$ cat src/rtl/moq_pkg.sv
package moq_pkg;

    typedef enum logic {
        OP_LOAD  = 1'b0,
        OP_STORE = 1'b1
    } mem_op_e;

endpackage

$ cat src/rtl/moq_agu.sv
module moq_agu #(
    parameter int DATA_W = 32,
    parameter int OFS_W  = 12
) (
    input  logic [DATA_W-1:0] base_val,
    input  logic [OFS_W-1:0]  offset,
    output logic [DATA_W-1:0] eff_addr
);
    localparam int EXT_W = DATA_W - OFS_W;

    logic [DATA_W-1:0] ofs_ext;

    always_comb begin
        ofs_ext  = {{EXT_W{offset[OFS_W-1]}}, offset};
        eff_addr = base_val + ofs_ext;
    end

endmodule

$ cat src/rtl/moq_ring.sv
module moq_ring
    import moq_pkg::*;
#(
    parameter int DEPTH  = 16,
    parameter int TAG_W  = 6,
    parameter int DATA_W = 32,
    parameter int OFS_W  = 12
) (
    input  logic              clk,
    input  logic              rst_n,
    input  logic              push,
    input  mem_op_e           push_op,
    input  logic [TAG_W-1:0]  push_btag,
    input  logic              push_brdy,
    input  logic [DATA_W-1:0] push_bval,
    input  logic [TAG_W-1:0]  push_dtag,
    input  logic              push_drdy,
    input  logic [OFS_W-1:0]  push_ofs,
    input  logic [TAG_W-1:0]  push_dst,
    input  logic              bc_valid,
    input  logic [TAG_W-1:0]  bc_tag,
    input  logic [DATA_W-1:0] bc_val,
    input  logic              pop,
    output logic              full,
    output logic              head_go,
    output mem_op_e           head_op,
    output logic [DATA_W-1:0] head_bval,
    output logic [OFS_W-1:0]  head_ofs,
    output logic [TAG_W-1:0]  head_dst
);
    localparam int PTR_W = (DEPTH > 1) ? $clog2(DEPTH) : 1;
    localparam int CNT_W = $clog2(DEPTH + 1);
    localparam logic [PTR_W-1:0] LAST_IDX = PTR_W'(DEPTH - 1);
    localparam logic [CNT_W-1:0] FULL_CNT = CNT_W'(DEPTH);

    typedef struct packed {
        logic              vld;
        mem_op_e           op;
        logic [TAG_W-1:0]  btag;
        logic              brdy;
        logic [DATA_W-1:0] bval;
        logic [TAG_W-1:0]  dtag;
        logic              drdy;
        logic [OFS_W-1:0]  ofs;
        logic [TAG_W-1:0]  dst;
    } slot_t;

    typedef struct packed {
        logic [PTR_W-1:0] head;
        logic [PTR_W-1:0] tail;
        logic [CNT_W-1:0] cnt;
    } ptr_t;

    slot_t slot_q [DEPTH];
    slot_t slot_d [DEPTH];
    ptr_t  ptr_q, ptr_d;

    logic [DEPTH-1:0] base_hit;
    logic [DEPTH-1:0] data_hit;
    logic             push_base_ok;
    logic             push_data_ok;
    logic [DATA_W-1:0] push_base_v;

    // per-slot broadcast match
    for (genvar g = 0; g < DEPTH; g++) begin : g_match
        assign base_hit[g] = bc_valid && slot_q[g].vld && !slot_q[g].brdy
                             && (slot_q[g].btag == bc_tag);
        assign data_hit[g] = bc_valid && slot_q[g].vld && !slot_q[g].drdy
                             && (slot_q[g].dtag == bc_tag);
    end

    // same-cycle broadcast seen by an incoming operation
    always_comb begin
        push_base_ok = push_brdy || (bc_valid && (bc_tag == push_btag));
        push_base_v  = push_brdy ? push_bval : bc_val;
        push_data_ok = (push_op == OP_LOAD) || push_drdy
                       || (bc_valid && (bc_tag == push_dtag));
    end

    always_comb begin
        slot_d = slot_q;
        ptr_d  = ptr_q;
        for (int i = 0; i < DEPTH; i++) begin
            if (base_hit[i]) begin
                slot_d[i].brdy = 1'b1;
                slot_d[i].bval = bc_val;
            end
            if (data_hit[i]) begin
                slot_d[i].drdy = 1'b1;
            end
            if (pop && (ptr_q.head == PTR_W'(i))) begin
                slot_d[i].vld = 1'b0;
            end
            if (push && (ptr_q.tail == PTR_W'(i))) begin
                slot_d[i].vld  = 1'b1;
                slot_d[i].op   = push_op;
                slot_d[i].btag = push_btag;
                slot_d[i].brdy = push_base_ok;
                slot_d[i].bval = push_base_v;
                slot_d[i].dtag = push_dtag;
                slot_d[i].drdy = push_data_ok;
                slot_d[i].ofs  = push_ofs;
                slot_d[i].dst  = push_dst;
            end
        end
        if (pop) begin
            ptr_d.head = (ptr_q.head == LAST_IDX) ? '0 : ptr_q.head + 1'b1;
        end
        if (push) begin
            ptr_d.tail = (ptr_q.tail == LAST_IDX) ? '0 : ptr_q.tail + 1'b1;
        end
        ptr_d.cnt = ptr_q.cnt + CNT_W'(push) - CNT_W'(pop);
    end

    always_ff @(posedge clk) begin
        if (!rst_n) begin
            ptr_q <= '0;
            for (int i = 0; i < DEPTH; i++) begin
                slot_q[i] <= '0;
            end
        end else begin
            ptr_q <= ptr_d;
            for (int i = 0; i < DEPTH; i++) begin
                slot_q[i] <= slot_d[i];
            end
        end
    end

    always_comb begin
        full      = (ptr_q.cnt == FULL_CNT);
        head_op   = slot_q[ptr_q.head].op;
        head_bval = slot_q[ptr_q.head].bval;
        head_ofs  = slot_q[ptr_q.head].ofs;
        head_dst  = slot_q[ptr_q.head].dst;
        head_go   = slot_q[ptr_q.head].vld && slot_q[ptr_q.head].brdy
                    && ((slot_q[ptr_q.head].op == OP_LOAD) || slot_q[ptr_q.head].drdy);
    end

endmodule

$ cat src/rtl/moq_pipe.sv
module moq_pipe
    import moq_pkg::*;
#(
    parameter int TAG_W  = 6,
    parameter int DATA_W = 32,
    parameter int OFS_W  = 12
) (
    input  logic              clk,
    input  logic              rst_n,
    input  logic              iss_req,
    input  mem_op_e           iss_op,
    input  logic [DATA_W-1:0] iss_bval,
    input  logic [OFS_W-1:0]  iss_ofs,
    input  logic [TAG_W-1:0]  iss_dst,
    output logic              iss_take,
    output logic              hold,
    output logic              wake_valid,
    output logic [TAG_W-1:0]  wake_tag,
    output logic              lk_req,
    output logic [DATA_W-1:0] lk_addr,
    output logic              lk_store,
    input  logic              lk_ready,
    input  logic              lk_hit,
    input  logic [DATA_W-1:0] lk_data,
    output logic              res_valid,
    output logic              res_store,
    output logic              res_hit,
    output logic [DATA_W-1:0] res_data,
    output logic [TAG_W-1:0]  res_tag,
    output logic              miss_valid
);
    typedef struct packed {
        logic              s1_vld;
        mem_op_e           s1_op;
        logic [DATA_W-1:0] s1_bval;
        logic [OFS_W-1:0]  s1_ofs;
        logic [TAG_W-1:0]  s1_dst;
        logic              s2_vld;
        mem_op_e           s2_op;
        logic [DATA_W-1:0] s2_addr;
        logic [TAG_W-1:0]  s2_dst;
        logic              r_vld;
        mem_op_e           r_op;
        logic              r_hit;
        logic [DATA_W-1:0] r_data;
        logic [TAG_W-1:0]  r_dst;
    } stage_t;

    stage_t st_q, st_d;
    logic [DATA_W-1:0] s1_addr;

    moq_agu #(
        .DATA_W (DATA_W),
        .OFS_W  (OFS_W)
    ) u_agu (
        .base_val (st_q.s1_bval),
        .offset   (st_q.s1_ofs),
        .eff_addr (s1_addr)
    );

    always_comb begin
        hold     = st_q.s2_vld && !lk_ready;
        iss_take = iss_req && !hold;
        st_d     = st_q;

        // lookup stage completes into the result register
        st_d.r_vld = st_q.s2_vld && lk_ready;
        if (st_q.s2_vld && lk_ready) begin
            st_d.r_op   = st_q.s2_op;
            st_d.r_hit  = lk_hit;
            st_d.r_data = lk_data;
            st_d.r_dst  = st_q.s2_dst;
        end

        if (!hold) begin
            st_d.s2_vld  = st_q.s1_vld;
            st_d.s2_op   = st_q.s1_op;
            st_d.s2_addr = s1_addr;
            st_d.s2_dst  = st_q.s1_dst;
            st_d.s1_vld  = iss_take;
            if (iss_take) begin
                st_d.s1_op   = iss_op;
                st_d.s1_bval = iss_bval;
                st_d.s1_ofs  = iss_ofs;
                st_d.s1_dst  = iss_dst;
            end
        end
    end

    always_ff @(posedge clk) begin
        if (!rst_n) begin
            st_q <= '0;
        end else begin
            st_q <= st_d;
        end
    end

    always_comb begin
        wake_valid = st_q.s1_vld && (st_q.s1_op == OP_LOAD) && !hold;
        wake_tag   = st_q.s1_dst;
        lk_req     = st_q.s2_vld;
        lk_addr    = st_q.s2_addr;
        lk_store   = (st_q.s2_op == OP_STORE);
        res_valid  = st_q.r_vld;
        res_store  = (st_q.r_op == OP_STORE);
        res_hit    = st_q.r_hit;
        res_data   = st_q.r_data;
        res_tag    = st_q.r_dst;
        miss_valid = st_q.r_vld && (st_q.r_op == OP_LOAD) && !st_q.r_hit;
    end

endmodule

$ cat src/rtl/mem_order_queue.sv
module mem_order_queue
    import moq_pkg::*;
#(
    parameter int DEPTH  = 16,
    parameter int TAG_W  = 6,
    parameter int DATA_W = 32,
    parameter int OFS_W  = 12
) (
    input  logic              clk,
    input  logic              rst_n,
    input  logic              disp_valid,
    input  logic              disp_store,
    input  logic [TAG_W-1:0]  disp_base_tag,
    input  logic              disp_base_rdy,
    input  logic [DATA_W-1:0] disp_base_val,
    input  logic [TAG_W-1:0]  disp_data_tag,
    input  logic              disp_data_rdy,
    input  logic [OFS_W-1:0]  disp_offset,
    input  logic [TAG_W-1:0]  disp_dst_tag,
    output logic              disp_stall,
    input  logic              bc_valid,
    input  logic [TAG_W-1:0]  bc_tag,
    input  logic [DATA_W-1:0] bc_value,
    output logic              wake_valid,
    output logic [TAG_W-1:0]  wake_tag,
    output logic              lk_req,
    output logic [DATA_W-1:0] lk_addr,
    output logic              lk_store,
    input  logic              lk_ready,
    input  logic              lk_hit,
    input  logic [DATA_W-1:0] lk_data,
    output logic              res_valid,
    output logic              res_store,
    output logic              res_hit,
    output logic [DATA_W-1:0] res_data,
    output logic [TAG_W-1:0]  res_tag,
    output logic              miss_valid
);
    logic              q_full;
    logic              push;
    logic              head_go;
    mem_op_e           head_op;
    logic [DATA_W-1:0] head_bval;
    logic [OFS_W-1:0]  head_ofs;
    logic [TAG_W-1:0]  head_dst;
    logic              issue_take;
    logic              hold;
    mem_op_e           disp_op;

    always_comb begin
        disp_op    = disp_store ? OP_STORE : OP_LOAD;
        push       = disp_valid && !q_full;
        disp_stall = q_full;
    end

    moq_ring #(
        .DEPTH  (DEPTH),
        .TAG_W  (TAG_W),
        .DATA_W (DATA_W),
        .OFS_W  (OFS_W)
    ) u_ring (
        .clk       (clk),
        .rst_n     (rst_n),
        .push      (push),
        .push_op   (disp_op),
        .push_btag (disp_base_tag),
        .push_brdy (disp_base_rdy),
        .push_bval (disp_base_val),
        .push_dtag (disp_data_tag),
        .push_drdy (disp_data_rdy),
        .push_ofs  (disp_offset),
        .push_dst  (disp_dst_tag),
        .bc_valid  (bc_valid),
        .bc_tag    (bc_tag),
        .bc_val    (bc_value),
        .pop       (issue_take),
        .full      (q_full),
        .head_go   (head_go),
        .head_op   (head_op),
        .head_bval (head_bval),
        .head_ofs  (head_ofs),
        .head_dst  (head_dst)
    );

    moq_pipe #(
        .TAG_W  (TAG_W),
        .DATA_W (DATA_W),
        .OFS_W  (OFS_W)
    ) u_pipe (
        .clk        (clk),
        .rst_n      (rst_n),
        .iss_req    (head_go),
        .iss_op     (head_op),
        .iss_bval   (head_bval),
        .iss_ofs    (head_ofs),
        .iss_dst    (head_dst),
        .iss_take   (issue_take),
        .hold       (hold),
        .wake_valid (wake_valid),
        .wake_tag   (wake_tag),
        .lk_req     (lk_req),
        .lk_addr    (lk_addr),
        .lk_store   (lk_store),
        .lk_ready   (lk_ready),
        .lk_hit     (lk_hit),
        .lk_data    (lk_data),
        .res_valid  (res_valid),
        .res_store  (res_store),
        .res_hit    (res_hit),
        .res_data   (res_data),
        .res_tag    (res_tag),
        .miss_valid (miss_valid)
    );

endmodule

$ cat config.mk
export PLATFORM = sky130hd
export DESIGN_NAME = mem_order_queue
export DESIGN_NICKNAME = d
export VERILOG_FILES = /design/src/rtl/moq_pkg.sv /design/src/rtl/moq_agu.sv /design/src/rtl/moq_ring.sv /design/src/rtl/moq_pipe.sv /design/src/rtl/mem_order_queue.sv
export SDC_FILE = /design/constraint.sdc
export NUM_CORES = 2
export LEC_CHECK = 0
export BUFFER_PORTS_ARGS = -buffer_cell sky130_fd_sc_hd__buf_4
export CAP_MARGIN = 30
export CORE_AREA = 5 5 318 320
export DETAILED_ROUTE_END_ITERATION = 10
export DIE_AREA = 0 0 323 325
export PLACE_DENSITY = 0.77
export SETUP_SLACK_MARGIN = 0.3
export SLEW_MARGIN = 20
export SYNTH_ARGS = -nofsm -noshare
export SYNTH_HDL_FRONTEND = slang
export SYNTH_SLANG_ARGS = --single-unit
$ cat constraint.sdc
create_clock -name clk -period 4.9 [get_ports clk]
set_input_delay 0 -clock clk [delete_from_list [all_inputs] [get_ports clk]]
set_output_delay 0 -clock clk [all_outputs]
set_load 0.03 [all_outputs]
==> flow_metrics.env <==
export IMPL_outcome="completed"
export IMPL_synth_most_common_cell="sky130_fd_sc_hd__nand2_1"
export IMPL_max_freq_mhz=251
export IMPL_ctsHoldBuffers=223
export IMPL_floorplan_die_area_mm2=0.105
export IMPL_comb_power_share_pct=11.8
export IMPL_preCtsSetupSlack_ns=1.04
export IMPL_grt_remaining_overflow=0
export IMPL_gp_congestion=0.913
export IMPL_crit_path_end_kind="flip-flop"
export IMPL_route_final_wire_length_um=197000
export IMPL_final_min_clock_period_ns=3.98
export IMPL_synth_top_cell_by_area="sky130_fd_sc_hd__dfxtp_1"
export IMPL_floorplan_initialDensity_pct=59.6
export IMPL_max_h_tree_level=3
export IMPL_mappedNetlistArea_mm2=0.0584
export IMPL_power_leakage_nw=23.4
export IMPL_synthesis_instances=6552
export IMPL_power_density_mw_per_mm2=337
export IMPL_critPathMaxFanout=67
export IMPL_worst_slack_ns=0.923
export IMPL_place_port_buffers=224
export IMPL_ys_warnings_count=0
export IMPL_fp_dieW_um=323
export IMPL_initial_drt_pass_iterations=6
export IMPL_layout_drive_gt1_share_pct=19.3
export IMPL_count_of_clock_tree_sinks=1202
export IMPL_report_final_setup_viol=0
export IMPL_timing_hold_worst_path_depth=6
export IMPL_r2r_cells=7
export IMPL_clockPowerShare_pct=42.4
export IMPL_critPathArrivalTime_ns=4.56
export IMPL_fill_cells=7362
export IMPL_criticalPathCategory="reg -> reg"
export IMPL_worst_setup_hold_path_clk_slew_ns=0.06
export IMPL_switching_share_pct=26.0
export IMPL_finalCoreUtilization_pct=67.8
export IMPL_post_route_period_util_pct=81.2
export IMPL_tritoncts_clock_tree="done"
export IMPL_die_h_um=325
export IMPL_worstHoldPathType="in -> reg"
export IMPL_setup_tns_final_ns=0
export IMPL_synth_top_cells_by_count="sky130_fd_sc_hd__nand2_1 (1,432), sky130_fd_sc_hd__dfxtp_1 (1,202), sky130_fd_sc_hd__a21oi_1 (615), sky130_fd_sc_hd__clkbuf_1 (586), sky130_fd_sc_hd__a211oi_1 (548)"
export IMPL_groute_usage_overall_pct=36.1
export IMPL_start_kind="flip-flop"
export IMPL_clock_latency_ns=0.76
export IMPL_crit_chain="mux4_2 -> mux4_2 -> nor2b_1 -> nor3_4 -> buf_4 -> buf_4 -> o21ai_0"
export IMPL_yosysSeqAreaShare_pct=41.2
export IMPL_setup_repair_after_global_routing_missed_its_margin="no"
export IMPL_grt_start_max_net_pins=207
export IMPL_power_frac_seq_pct=45.8
export IMPL_max_slew_margin_pct=21.3
export IMPL_boundaryPins=225
export IMPL_via_to_cell_ratio=6.48
export IMPL_synthesis_nets=6740
export IMPL_reported_max_cap_violation_count=0
export IMPL_fin_total_pwr_mw=22.4
export IMPL_finalMaxSlewViolations=0
export IMPL_fin_skew_ns=0.0541
export IMPL_fp_row_count=115
export IMPL_cp_data_required_time_ns=5.48
export IMPL_max_slew_worst_pin_slew_ns=1.18
export IMPL_drc=0
export IMPL_layout_area_overhead_vs_synth_pct=13.7
export IMPL_detailed_router_s_first_iteration_violation_count=6777
export IMPL_vias=51300
export IMPL_finalNetCount=6700
export IMPL_cts_inserted_buffers=119
export IMPL_grt_antenna_before_repair=12
export IMPL_antenna_left=0
export IMPL_cts_post_setup_buffers_inserted=0
export IMPL_ys_seq_elements=1202
export IMPL_finalHoldViolCount=0
export IMPL_postSynthAreaPerCell_um2=8.91
export IMPL_avgRoutedWirePerCell_um=25.0
export IMPL_post_cts_resize_count=0
export IMPL_netlist_top_cells_area="sky130_fd_sc_hd__dfxtp_1 (41%), sky130_fd_sc_hd__mux4_2 (10%), sky130_fd_sc_hd__nand2_1 (9.2%), sky130_fd_sc_hd__mux2_2 (8.0%), sky130_fd_sc_hd__a211oi_1 (7.1%)"
export IMPL_slowest_delay_ns=0.73
export IMPL_via_count_of_the_first_global_routing_pass=49300
export IMPL_number_of_enable_flip_flop_cells_after_synthesis=0
export IMPL_synth_top_area_share_pct=41.2
export IMPL_hpwl_um=110000
export IMPL_vdd_drop_max_mv=0.312
export IMPL_cpMaxStageDelayCell="sky130_fd_sc_hd__dfxtp_4"
export IMPL_ys_async_sr_fraction_pct=0
export IMPL_dominantRegCellSynth="sky130_fd_sc_hd__dfxtp_1"
export IMPL_synth_cell_types=54
export IMPL_core_area_mm2=0.0978
export IMPL_wire_length_of_the_first_global_routing_pass_um=296000
export IMPL_ctsLongestPathBuffers=3
export IMPL_ctsRootBufferMaster="sky130_fd_sc_hd__clkbuf_16"
export IMPL_cellInternalPower_mw=16.6
export IMPL_p_sw_mw=5.83
[metal layers]
layer / GRT usage [%] / vias up / routed length [um]
met2: 56.8 / 3134 / 89200
li1: - / 22800 / -
met1: 45.1 / 24500 / 71700
met5: 0 / - / 55
met4: 20.6 / 8 / 12700
met3: 9.19 / 852 / 23800
[path summary, 6_finish.rpt]
| path | endpoint | startpoint | slack (ns) |
|---|---|---|---|
| max | u_pipe.st_q[116] | u_ring.ptr_q[10] | 0.92 |
| min reg2reg | u_pipe.res_tag[2] | u_pipe.st_q[43] | 0.45 |
| max reg2reg | u_pipe.st_q[116] | u_ring.ptr_q[10] | 0.92 |
| min | u_ring.slot_q[216] | bc_tag[0] | 0.07 |
[area by class of cell]
class                           instances  area, um^2  share of cell area [%]
Antenna cell                            7        17.5                  0.0264
Clock inverter                         43         572                   0.862
Sequential cell                      1202       24100                    36.3
Timing Repair Buffer                  590        5270                    7.94
Multi-Input combinational cell       4573       31200                    47.0
Tap cell                             1287        1610                    2.43
Clock buffer                          178        3500                    5.27
Inverter                               26         105                   0.158
[power groups by stage]
stage	Clock (mW)	Combinational (mW)	Sequential, mW
after floorplan	0	1.76	10.4
after global routing	9.98	2.79	10.3
after CTS	9.53	2.57	10.2
after global placement	0	2.39	10.4
after detailed placement	0	2.45	10.5
final	9.51	2.63	10.3
[layout by cell type (no fill, tap or decap), drive strengths merged, types with 6 or more instances in the layout]
cell type	synthesis	routed
a211oi	548	548
a21o	16	16
a21oi	615	615
a31oi	7	7
a41oi	6	6
and3	102	102
buf	165	366
bufinv	0	10
clkbuf	586	179
clkinv	0	28
dfxtp	1202	1202
diode	0	7
dlygate4sd3	0	223
ha	45	45
inv	26	28
mux2	417	417
mux2i	33	33
mux4	265	265
nand2	1432	1432
nand3	79	79
nand4	31	31
nor2	487	487
nor2b	8	8
nor3	63	63
nor3b	11	11
nor4	19	19
o21ai	81	81
o21bai	6	6
or4	17	17
xnor2	54	54
xor2	180	180
[metrics by stage]
step | instance area [um^2] | hold slack, ns | std cells
2_1_floorplan | 58400 | 0.136 | 6552
6_report | 66400 | 0.0655 | 7906
4_1_cts | 66300 | 0.0236 | 7896
3_3_place_gp | 59700 | 0.245 | 7439
3_5_place_dp | 60000 | 0.258 | 7452
5_1_grt | 66400 | 0.0877 | 7902
[state kept, by name, indices dropped and copies added (netlist names), 6 cells and up]
signal           count
u_pipe.lk_addr      32
u_ring.slot_q     1056
u_pipe.res_data     32
u_pipe.res_tag       6
u_pipe.st_q         52
u_pipe.wake_tag      6
u_ring.ptr_q        13
[worst max-delay path: cells and delay by family, from the launching register on]
family,cells,cell delay (ns)
buffers and inverters,2,1.39
muxes,2,1.08
DFF,1,0.73
and+or+nand+nor,2,0.37
AOI/OAI and AO/OA,1,0.20
[cells by family after synthesis]
logic type,count (synthesis),share of synthesized area (%)
DFF,1202,41.2
xor gates and xnor gates,234,3.51
AOI/OAI and AO/OA,1315,14.0
and+or+nand+nor,2262,15.8
muxes,715,18.8
adders and majority gates,47,1.03
buffers and inverters,777,5.59
Note: power is estimated with default switching activity, not from simulation.
